===== src/rtl/busy_arbiter.sv =====
module busy_arbiter #(
  parameter int ADDR_W = 14
) (
  input  logic              clk,
  input  logic              rst_n,
  input  logic              master_mode,
  input  logic              a_sel_n,
  input  logic [ADDR_W-1:0] a_addr,
  input  logic              a_wr,
  input  logic              a_busy_in_n,
  input  logic              b_sel_n,
  input  logic [ADDR_W-1:0] b_addr,
  input  logic              b_wr,
  input  logic              b_busy_in_n,
  output logic              a_busy_n,
  output logic              b_busy_n,
  output logic              a_wr_eff,
  output logic              b_wr_eff
);

  typedef enum logic [1:0] {OWN_NONE, OWN_A, OWN_B} own_t;

  own_t              owner_q, grant;
  logic              tie_b_q, tie;
  logic [ADDR_W-1:0] a_addr_q, b_addr_q;
  logic              a_was_sel, b_was_sel;
  logic              a_held, b_held, match;
  logic              a_block, b_block;

  assign a_held = !a_sel_n && a_was_sel && (a_addr == a_addr_q);
  assign b_held = !b_sel_n && b_was_sel && (b_addr == b_addr_q);
  assign match  = rst_n && master_mode && !a_sel_n && !b_sel_n && (a_addr == b_addr);

  always_comb begin
    grant = owner_q;
    tie   = 1'b0;
    if (!match) begin
      grant = OWN_NONE;
    end else if (owner_q == OWN_NONE) begin
      if (a_held && !b_held)      grant = OWN_A;
      else if (b_held && !a_held) grant = OWN_B;
      else begin
        tie   = 1'b1;
        grant = tie_b_q ? OWN_B : OWN_A;
      end
    end
  end

  assign a_busy_n = (grant != OWN_B);
  assign b_busy_n = (grant != OWN_A);

  assign a_block  = master_mode ? !a_busy_n : !a_busy_in_n;
  assign b_block  = master_mode ? !b_busy_n : !b_busy_in_n;
  assign a_wr_eff = a_wr && !a_block;
  assign b_wr_eff = b_wr && !b_block;

  always_ff @(posedge clk) begin
    if (!rst_n) begin
      owner_q   <= OWN_NONE;
      tie_b_q   <= 1'b0;
      a_was_sel <= 1'b0;
      b_was_sel <= 1'b0;
      a_addr_q  <= '0;
      b_addr_q  <= '0;
    end else begin
      owner_q   <= grant;
      if (tie) tie_b_q <= !tie_b_q;
      a_was_sel <= !a_sel_n;
      b_was_sel <= !b_sel_n;
      a_addr_q  <= a_addr;
      b_addr_q  <= b_addr;
    end
  end

  p_never_both_r4: assert property (@(posedge clk) disable iff (!rst_n)
    a_busy_n || b_busy_n);

  p_idle_no_busy_r1: assert property (@(posedge clk) disable iff (!rst_n)
    (a_sel_n || b_sel_n || (a_addr != b_addr)) |-> (a_busy_n && b_busy_n));

  p_slave_quiet_r8: assert property (@(posedge clk) disable iff (!rst_n)
    !master_mode |-> (a_busy_n && b_busy_n));

  p_hold_a_r6: assert property (@(posedge clk) disable iff (!rst_n)
    (!b_busy_n && master_mode && !a_sel_n && !b_sel_n && (a_addr == b_addr))
      |=> ((master_mode && !a_sel_n && !b_sel_n && (a_addr == b_addr)) -> !b_busy_n));

  p_hold_b_r6: assert property (@(posedge clk) disable iff (!rst_n)
    (!a_busy_n && master_mode && !a_sel_n && !b_sel_n && (a_addr == b_addr))
      |=> ((master_mode && !a_sel_n && !b_sel_n && (a_addr == b_addr)) -> !a_busy_n));

  p_wr_gate_r7: assert property (@(posedge clk) disable iff (!rst_n)
    (master_mode && !a_busy_n) |-> !a_wr_eff);

  p_slave_gate_r8: assert property (@(posedge clk) disable iff (!rst_n)
    (!master_mode && !b_busy_in_n) |-> !b_wr_eff);

endmodule


===== config.mk =====
export PLATFORM = sky130hd
export DESIGN_NAME = busy_arbiter
export DESIGN_NICKNAME = d
export VERILOG_FILES = /design/src/rtl/busy_arbiter.sv
export SDC_FILE = /design/constraint.sdc
export NUM_CORES = 1
export LEC_CHECK = 0
export BUFFER_PORTS_ARGS = -buffer_cell sky130_fd_sc_hd__buf_2
export CORE_MARGIN = 2
export CORE_UTILIZATION = 46
export DETAILED_ROUTE_END_ITERATION = 8
export PLACE_DENSITY = 0.71
export SLEW_MARGIN = 15
export SYNTH_ARGS = -nofsm -noshare
export SYNTH_HDL_FRONTEND = slang
export SYNTH_SLANG_ARGS = --single-unit

===== constraint.sdc =====
create_clock -name clk -period 2 [get_ports clk]
set_input_delay 0.4 -clock clk [delete_from_list [all_inputs] [get_ports clk]]
set_output_delay 0.4 -clock clk [all_outputs]
set_load 0.02 [all_outputs]

==> results of run 1 <==
[metrics by stage]
step | setup WS [ps] | utilization
5_1_grt | -733 | 0.741
2_1_floorplan | -91.2 | -
4_1_cts | -577 | 0.721
3_3_place_gp | -514 | 0.663
6_report | -620 | 0.741
3_5_place_dp | -547 | 0.663
[cells in the final DEF, fill, tap and decap left out, types with 4 or more instances in the layout]
cell,count
clkbuf_4,5
and2_1,28
buf_4,36
buf_2,37
nand4_1,5
xnor2_1,21
xor2_1,18
nor2b_1,4
dfxtp_1,28
dfxtp_2,5
[registers in the layout (all words and copies together), names as in the netlist]
| name | cells |
|---|---|
| tie_b_q | 1 |
| a_addr_q | 14 |
| a_was_sel | 1 |
| owner_q | 2 |
| b_was_sel | 1 |
| b_addr_q | 14 |
[path summary, 6_finish.rpt]
check                    endpoint  slack [ps]  cells after the start
max                      b_wr_eff        -620                     11
min          a_was_sel$_SDFF_PN0_         250                      2
max reg2reg  tie_b_q$_SDFFE_PN0P_        -200                     10
min reg2reg  tie_b_q$_SDFFE_PN0P_         540                      2
[per-layer routing]
| layer | wire length, um | share of wire | vias up | GRT usage |
|---|---|---|---|---|
| li1 | - | - | 644 | - |
| met1 | 1490 | 0.42 | 593 | 0.257 |
| met2 | 1800 | 0.51 | 38 | 0.377 |
| met3 | 178 | 0.050 | 10 | 0.0693 |
| met4 | 96 | 0.027 | 0 | 0.106 |
| met5 | 0 | 0 | - | 0 |
[logic make-up (layout without fill, tap and decap cells)]
group                      after synthesis  in the layout
AOI/OAI and AO/OA                        6              6
xor gates and xnor gates                42             42
adders and majority gates                2              2
buffers and inverters                    4             84
DFF                                     33             33
muxes                                    1              1
and+or+nand+nor                         61             61
[area by class of cell]
type	instances	area [um2]	share of cell area
multi-input combinational	112	992	0.435
sequential	33	667	0.292
timing repair buffer	75	478	0.210
clock buffer	7	55.1	0.0241
tap	44	55.1	0.0241
clock inverter	1	30.0	0.0132
inverter	1	3.75	0.00165
[what timing repair did]
item,4_1_cts,5_1_grt
buffers inserted,0,0
pin swaps,4,2
gates resized for setup,20,12
endpoints found under the setup margin,5,5
[power by group through the flow]
| stage | Sequential [mW] | Clock, mW | Combinational (mW) |
|---|---|---|---|
| 2_1_floorplan | 0.715 | 0 | 0.110 |
| 3_3_place_gp | 0.717 | 0 | 0.231 |
| 3_5_place_dp | 0.718 | 0 | 0.239 |
| 4_1_cts | 0.703 | 0.534 | 0.250 |
| 5_1_grt | 0.708 | 0.573 | 0.289 |
| 6_report | 0.705 | 0.529 | 0.264 |
[worst reg2reg max path, cell delays in order (launching register included)]
cell     delay, ps
dfxtp_1        320
xnor2_1        180
nand4_1        150
nor4_2         190
buf_4          170
nand3_4         80
ha_4           270
nor3b_4        180
nand4_1        160
nor4_4         210
mux2i_1        210
==> metrics.md, run 1 <==
| Metric | Value |
|---|---|
| Routed WL per cell | 13.0 um |
| Pwr Total | 1.50 mW |
| Asr flop ratio synth | 0 |
| Worst skew pair latency | 340 ps |
| Clock Path Buffers | 2 |
| Fmax | 0.382 GHz |
| Vias in the first global route | 1,305 |
| Netlist Area Pre-Place | 1510 um2 |
| Final min period | 2620 ps |
| Filler instances | 230 |
| Ys flop type | dfxtp_1 |
| CP Max Fanout | 3 |
| Core Region | 3080 um2 |
| Largest family of logic cells by synthesized area | simple AND/OR/NAND/NOR gates |
| Total Routing Usage GR | 0.223 |
| CTS sink cnt | 33 |
| Sequential fraction of the synthesis area | 0.439 |
| Synth Area in Compound Gates | 0.0216 |
| Synth unique cells | 25 |
| CTS tree | yes |
| Pleak | 1.01 nW |
| Most common cell in the netlist | dfxtp_1 |
| Critical path's most frequent cell | nor2_2 |
| Status | finished with violations |
| Crit path launch type | flop |
| Initial antenna violation count | 0 |
| Top cells by count, synth | dfxtp_1 (33), and2_1 (28), xnor2_1 (24) |
| Final setup violation count | 5 |
| Adder-cell share of the synthesized area | 0.0166 |
| Final Cycle Share | 1.31 |
| # placed instances | 265 |
| Sw frac | 0.244 |
| Max-slew violations | 0 |
| Hold-fix buffers, CTS | 0 |
| Setup crit start | b_addr_q[12]$_SDFF_PN0_ |
| Slowest CP cell | dfxtp_1 |
| Synth Instances | 149 |
| Flop pwr share | 0.471 |
| Warnings, synthesis | 0 |
| Finished Layout Cells | 273 |
| WL final | 3.56 mm |
| Routed vias/inst | 4.71 |
| CTS buffer count | 5 |
| #FFs+latches synth | 33 |
| PwrDens | 656 nW/um2 |
| Die Y | 61.2 um |
| Top cell type's share of synthesized area | 0.439 |
| Initial DRT Pass Iterations | 4 |
| CP max stage delay | 320 ps |
| P&R area growth vs syn | 51.4% |
| Vias | 1,285 |
| Dominant cells by area after synthesis | dfxtp_1 (44%), xnor2_1 (14%), and2_1 (12%) |
| Comb pwr share | 0.176 |
| Reg-to-Reg Start | b_addr_q[12]$_SDFF_PN0_ |
| Total global routing overflow | 0 |
| Hold Violations, Final | 0 |
| RSZ-0062 raised after global routing | true |
| Rel. slew slack | 0.794 |
| Max Cap Viol | 0 |
| Final #Nets | 267 |
| Setup Skew | 7.35 ps |
| Mux contribution to synthesized area | 0.00664 |
| Peak supply drop | 0.000418 V |
| Clk pwr share | 0.353 |
| Clock-pin slew on the worst setup and hold paths | 100 ps |
| Placed Instance Area | 2040 um2 |
| Antenna Violating Nets Remaining | 0 |
| Crit path DAT | 2220 ps |
| Post-Route Setup TNS | -2490 ps |
| EDFF count, synth | 0 |
| Diodes inserted | 0 |
| NetSw | 0.365 mW |
| Die X | 61.2 um |
| Failing checks | negative setup slack |
| Synth Area per Inst | 10.1 um2 |
| HPWL Detailed | 2.61 mm |
| Worst Hold Launch | a_sel_n |
| Final worst slack | -620 ps |
| Delay-heaviest family, CP | simple AND/OR/NAND/NOR gates |
| Row count | 20 |
| Drt initial violations | 26 |
| Placer congestion estimate | 0.691 |
| Design area | 2280 um2 |
| Pint | 1.13 mW |
| First-pass GRT wire length | 5.87 mm |
| Hold WS | 248 ps |
| Initial Util | 0.489 |
| DRC | 0 |
| Syn nets | 188 |
| Least-Margin Pin Slew | 308 ps |
| Layout cells sized above 1 | 0.485 |
| Xor-xnor portion of the synthesized cell area | 0.244 |
| Area leader, netlist | dfxtp_1 |
| Worst Setup Path Type | flop to primary output |
| H-Tree Depth | 2 |
| Number of port buffers | 40 |
| Worst hold path class | primary input to flop |
| Largest net degree at the start of global routing | 33 |
| CP bufs+invs | 2 |
| Crit. End Element | primary output |
| Synth Area in Simple Gates | 0.262 |
| CP required | 1600 ps |
| CTS Root Cell | clkbuf_4 |
| I/O Pins | 41 |
| Die area | 3750 um2 |
| Worst path cell trace | xnor2_1 > nand4_1 > nor4_2 > buf_4 > and3_1 > ha_2 > o21bai_4 > nor2_2 > nor2_2 > a21oi_2 > buf_6 |
Power figures use the tool's default switching activity.
==> inputs of run 2 (changes only) <==
--- a/config.mk
+++ b/config.mk
@@ -7,9 +7,10 @@
 export LEC_CHECK = 0
 export BUFFER_PORTS_ARGS = -buffer_cell sky130_fd_sc_hd__buf_2
 export CORE_MARGIN = 2
-export CORE_UTILIZATION = 46
+export CORE_UTILIZATION = 45
+export CTS_CLUSTER_DIAMETER = 80
 export DETAILED_ROUTE_END_ITERATION = 8
-export PLACE_DENSITY = 0.71
+export PLACE_DENSITY = 0.7
 export SLEW_MARGIN = 15
 export SYNTH_ARGS = -nofsm -noshare
 export SYNTH_HDL_FRONTEND = slang
==> run 2 against run 1 <==
The flow still finishes with violations (negative setup slack). Register-to-register slack worse by 60 ps. Flip-flop and latch count is the same. Sequential share of layout area increased by 0.21 points. Power shrank 7.3%. Non-clock buffer count unchanged. First-iteration DRC count rose by 62%. Highest routed layer unchanged. Worst setup slack improved by 41 ps. Wire length fell by 3.5%. Maximum frequency is 1.6% higher. Worst hold slack worse by 15 ps.
==> metrics.md, run 2 (synthesis gave the netlist of run 1 again) <==
| Metric | Value |
|---|---|
| Initial DRT Pass Iterations | 4 (unchanged) |
| Core Region | 3280 um2 (+6.7%) |
| Die Y | 61.9 um (+1.0%) |
| Clock-pin slew on the worst setup and hold paths | 110 ps (about the same) |
| P&R area growth vs syn | 50.3% |
| Number of port buffers | 40 (unchanged) |
| Pwr Total | 1.39 mW (-7.3%) |
| Initial Util | 0.459 (-0.0308) |
| Antenna Violating Nets Remaining | 0 (unchanged) |
| Crit path launch type | flop |
| Crit path DAT | 2180 ps (-40 ps) |
| CP max stage delay | 330 ps (about the same) |
| Die X | 61.9 um (+1.0%) |
| HPWL Detailed | 2.61 mm (-0.18%) |
| Fin util | 0.690 (-0.0515) |
| Largest net degree at the start of global routing | 33 (unchanged) |
| CP required | 1600 ps (about the same) |
| DRC | 0 (unchanged) |
| Clock Path Buffers | 2 (unchanged) |
| Drt initial violations | 42 (+62%) |
| Hold-fix buffers, CTS | 0 (unchanged) |
| Die area | 3830 um2 (+2.1%) |
| Status | finished with violations |
| Rel. slew slack | 0.775 (-0.0189) |
| Area of the multi-input gates | 982 um2 (-1.0%) |
| Finished Layout Cells | 275 (+0.73%) |
| Post-Route Setup TNS | -2410 ps (+75.6 ps) |
| CTS sink cnt | 33 (unchanged) |
| Max Cap Viol | 0 (unchanged) |
| Crit. End Element | primary output |
| Hold Violations, Final | 0 (unchanged) |
| First-pass GRT wire length | 5.56 mm (-5.2%) |
| Filler instances | 263 (+14%) |
| Top Registers | a_addr_q (14), b_addr_q (14), owner_q (2) |
| Final worst slack | -579 ps (+40.9 ps) |
| Worst Setup Path Type | flop to primary output |
| Max-slew violations | 0 (unchanged) |
| Layout cells sized above 1 | 0.480 (-0.00437) |
| Least-Margin Pin Slew | 336 ps (+28.3 ps) |
| CP bufs+invs | 2 (unchanged) |
| Setup Skew | 15.4 ps (+8.10 ps) |
| Hold WS | 234 ps (-14.6 ps) |
| Design area | 2260 um2 (-0.71%) |
| Pre-CTS WS | -505 ps (+42.8 ps) |
| Delay-heaviest family, CP | simple AND/OR/NAND/NOR gates |
| Final min period | 2580 ps (-40.9 ps) |
| Diodes inserted | 0 (unchanged) |
| CP Max Fanout | 3 (unchanged) |
| Vias | 1,293 (+0.62%) |
| Vias in the first global route | 1,288 (-1.3%) |
| CTS Root Cell | clkbuf_4 |
| Critical path's most frequent cell | nor2_2 |
| Row count | 21 (+5.0%) |
| Worst hold path class | primary input to flop |
| Worst skew pair latency | 340 ps (about the same) |
| Initial antenna violation count | 0 (unchanged) |
| Pleak | 0.979 nW (-2.7%) |
| # placed instances | 265 (unchanged) |
| Most frequent cells in the layout | buf_2 (36), buf_4 (36), and2_1 (28), dfxtp_1 (28), xnor2_1 (22) |
| I/O Pins | 41 (unchanged) |
| CTS tree | yes |
| Slowest CP cell | dfxtp_2 |
| Total global routing overflow | 0 (unchanged) |
| RSZ-0062 raised after global routing | true |
| Total Routing Usage GR | 0.205 (-0.0180) |
| WL final | 3.44 mm (-3.5%) |
| Final #Nets | 267 (unchanged) |
| Peak supply drop | 0.000445 V (+6.6%) |
| H-Tree Depth | 2 (unchanged) |
| Failing checks | negative setup slack |
| Placer congestion estimate | 0.728 (+5.3%) |
| CTS buffer count | 5 (unchanged) |
| Worst path cell trace | xor2_1 > nor4_2 > buf_4 > and3_4 > ha_4 > o21bai_4 > nor2_2 > nor2_2 > nand2_1 > buf_6 |
| Routed vias/inst | 4.70 (-0.11%) |
| Final Cycle Share | 1.29 (-0.0204) |
| Placed Instance Area | 2030 um2 (-0.61%) |
| Storage cell area | 667 um2 (unchanged) |
| Final setup violation count | 5 (unchanged) |
| Fmax | 0.388 GHz (+1.6%) |
| Routed WL per cell | 12.5 um (-4.2%) |
| PwrDens | 613 nW/um2 (-6.6%) |
run 2: timing repair:
action,in CTS,in global routing
endpoints found under the setup margin,5,6
pin swaps,12,6
buffers inserted,1,1
resized for setup,25,7
hold endpoints to repair,0,0
run 2: worst reg2reg max path, delay by kind of cell (launching register included):
kind          cells  cell delay, ps
buf+inv           1             170
fa+ha+maj         1             270
xor+xnor          1             170
simple gates      5             960
mux               1             250
flops             1             330
run 2: layer usage:
metal / wire length, um / GRT usage / part of all wire
met1: 1500 / 0.244 / 0.44
met2: 1700 / 0.343 / 0.49
met3: 135 / 0.0476 / 0.039
met4: 98 / 0.109 / 0.028
met5: 0 / 0 / 0
run 2: where the power goes:
part	switching, mW	total [mW]	leakage [nW]	internal (mW)
Sequential	0.0144	0.705	0.276	0.690
Clock	0.226	0.429	0.0413	0.204
Combinational	0.114	0.255	0.662	0.141
Total	0.354	1.39	0.979	1.03
run 2: cell type report:
cell class / instances / area share
Multi-Input combinational cell: 112 / 0.434
Sequential cell: 33 / 0.294
Timing Repair Buffer: 75 / 0.214
Clock buffer: 7 / 0.0287
Tap cell: 46 / 0.0254
Clock inverter: 1 / 0.00221
Inverter: 1 / 0.00166
run 2: final timing paths:
| path | from | to | slack, ps | depth (start not counted) |
|---|---|---|---|---|
| max | a_addr_q[9]$_SDFF_PN0_ | b_busy_n | -580 | 10 |
| min | b_sel_n | b_was_sel$_SDFF_PN0_ | 230 | 2 |
| max reg2reg | b_addr_q[1]$_SDFF_PN0_ | tie_b_q$_SDFFE_PN0P_ | -260 | 9 |
| min reg2reg | tie_b_q$_SDFFE_PN0P_ | tie_b_q$_SDFFE_PN0P_ | 550 | 2 |
==> inputs of run 3 (changes only) <==
--- a/config.mk
+++ b/config.mk
@@ -7,10 +7,11 @@
 export LEC_CHECK = 0
 export BUFFER_PORTS_ARGS = -buffer_cell sky130_fd_sc_hd__buf_2
 export CORE_MARGIN = 2
-export CORE_UTILIZATION = 45
+export CORE_UTILIZATION = 46
 export CTS_CLUSTER_DIAMETER = 80
 export DETAILED_ROUTE_END_ITERATION = 8
-export PLACE_DENSITY = 0.7
+export PLACE_DENSITY = 0.71
+export SETUP_SLACK_MARGIN = 0.02
 export SLEW_MARGIN = 15
 export SYNTH_ARGS = -nofsm -noshare
 export SYNTH_HDL_FRONTEND = slang
==> run 3 against run 2 <==
The flow still finishes with violations (negative setup slack). Flip-flop and latch count unchanged. Final cell count shrank 0.73%. Clock power rose by 23%. Critical path type unchanged. Count of clock-buffer cells in the layout did not move. Non-clock buffer count unchanged. Via count fell by 0.62%. Worst hold slack improved by 15 ps.
==> metrics.md, run 3 (synthesis gave the netlist of run 1 again) <==
| Metric | Value |
|---|---|
| Status | finished with violations |
| Failing checks | negative setup slack |
| P&R area growth vs syn | 51.4% |
| Commonest non-fill, non-tap cell in the layout | buf_2 |
| Setup Skew | 7.35 ps (-8.10 ps) |
| Worst Hold Launch | a_sel_n |
| Max Cap Viol | 0 (unchanged) |
| CTS buffer count | 5 (unchanged) |
| Crit path launch type | flop |
| Setup crit start | b_addr_q[12]$_SDFF_PN0_ |
| HPWL Detailed | 2.61 mm (+0.18%) |
| Worst Setup Path Type | flop to primary output |
| Final Cycle Share | 1.31 (+0.0204) |
| Worst skew pair latency | 340 ps (about the same) |
| Routed vias/inst | 4.71 (+0.11%) |
| PwrDens | 656 nW/um2 (+7.1%) |
| Placer congestion estimate | 0.691 (-5.0%) |
| Initial DRT Pass Iterations | 4 (unchanged) |
| Fin util | 0.741 (+0.0515) |
| Max-slew violations | 0 (unchanged) |
| Fmax | 0.382 GHz (-1.6%) |
| Drt initial violations | 26 (-38%) |
| Worst hold path class | primary input to flop |
| CTS sink cnt | 33 (unchanged) |
| Die area | 3750 um2 (-2.0%) |
| Hold-fix buffers, CTS | 0 (unchanged) |
| Total global routing overflow | 0 (unchanged) |
| Most frequent cells in the layout | buf_2 (37), buf_4 (36), and2_1 (28), dfxtp_1 (28), xnor2_1 (21) |
| Hold Violations, Final | 0 (unchanged) |
| Routed WL per cell | 13.0 um (+4.3%) |
| Row count | 20 (-4.8%) |
| Vias in the first global route | 1,305 (+1.3%) |
| CTS Root Cell | clkbuf_4 |
| Largest net degree at the start of global routing | 33 (unchanged) |
| Crit. End Element | primary output |
| Top Registers | a_addr_q (14), b_addr_q (14), owner_q (2) |
| Initial Util | 0.489 (+0.0308) |
| Initial antenna violation count | 0 (unchanged) |
| Storage cell area | 667 um2 (unchanged) |
| First-pass GRT wire length | 5.87 mm (+5.5%) |
| RSZ-0062 raised after global routing | true |
| Final #Nets | 267 (unchanged) |
| Clock Path Buffers | 2 (unchanged) |
| Final setup violation count | 5 (unchanged) |
| Total Routing Usage GR | 0.223 (+0.0180) |
| H-Tree Depth | 2 (unchanged) |
| Reg-to-Reg Start | b_addr_q[12]$_SDFF_PN0_ |
| Layout cells sized above 1 | 0.485 (+0.00437) |
| CP Max Fanout | 3 (unchanged) |
| Pwr Total | 1.50 mW (+7.8%) |
| Number of port buffers | 40 (unchanged) |
| DRC | 0 (unchanged) |
| Antenna Violating Nets Remaining | 0 (unchanged) |
| Final min period | 2620 ps (+40.9 ps) |
| Crit path DAT | 2220 ps (+40 ps) |
| CTS tree | yes |
| Core Region | 3080 um2 (-6.3%) |
| Die X | 61.2 um (-1.0%) |
| Diodes inserted | 0 (unchanged) |
| Rel. slew slack | 0.794 (+0.0189) |
| Least-Margin Pin Slew | 308 ps (-28.3 ps) |
| Vias | 1,285 (-0.62%) |
| Final worst slack | -620 ps (-40.9 ps) |
| Clock-pin slew on the worst setup and hold paths | 100 ps (about the same) |
| Area of the multi-input gates | 992 um2 (+1.0%) |
| Filler instances | 230 (-13%) |
| Peak supply drop | 0.000418 V (-6.2%) |
| WL final | 3.56 mm (+3.6%) |
| Die Y | 61.2 um (-1.0%) |
| Pleak | 1.01 nW (+2.8%) |
| CP required | 1600 ps (about the same) |
| I/O Pins | 41 (unchanged) |
[run 3: changes by cell type in the layout (fill, tap and decap cells not counted), sizes merged]
cell,previous run,this run
clkinv,1,0
bufinv,0,1
[run 3: final timing paths]
check	slack [ps]	cells past startpoint	to
max reg2reg	-200	10	tie_b_q$_SDFFE_PN0P_
min reg2reg	540	2	tie_b_q$_SDFFE_PN0P_
max	-620	11	b_wr_eff
min	250	2	a_was_sel$_SDFF_PN0_
[run 3: what timing repair did]
item | CTS | global route
endpoints found under the setup margin | 5 | 5
buffers inserted | 0 | 0
cloned | 0 | 0
pin swaps | 4 | 2
resized for setup | 20 | 12
[run 3: cell type report]
type	instances	area share
multi-input combinational	112	0.435
sequential	33	0.292
timing repair buffer	75	0.210
clock buffer	7	0.0241
tap	44	0.0241
clock inverter	1	0.0132
inverter	1	0.00165
[run 3: where the power goes]
part | internal, mW | switching (mW)
clock | 0.298 | 0.230
combinational | 0.144 | 0.120
sequential | 0.690 | 0.0144
total | 1.13 | 0.365
[run 3: layer usage]
metal  global-route usage  vias up  wire length (um)
li1                     -      644                 -
met1                0.257      593              1490
met2                0.377       38              1800
met3               0.0693       10               178
met4                0.106        0                96
met5                    0        -                 0
[run 3: per-stage QoR]
stage / area (um2) / hold slack, ps / std cells / setup slack, ps / TNS, ps
6_report: 2280 / 248 / 273 / -620 / -2490
2_1_floorplan: 1530 / 472 / 149 / -91.2 / -224
3_3_place_gp: 2040 / 497 / 265 / -514 / -2340
4_1_cts: 2220 / 235 / 273 / -577 / -2470
5_1_grt: 2280 / 228 / 273 / -733 / -3020
3_5_place_dp: 2040 / 519 / 265 / -547 / -2400
[run 3: critical path, cell delays in order, from the launching register on]
cell	delay, ps
dfxtp_1	320
xnor2_1	180
nand4_1	150
nor4_2	190
buf_4	170
and3_1	160
ha_2	190
o21bai_4	70
nor2_2	100
nor2_2	60
a21oi_2	150
buf_6	130
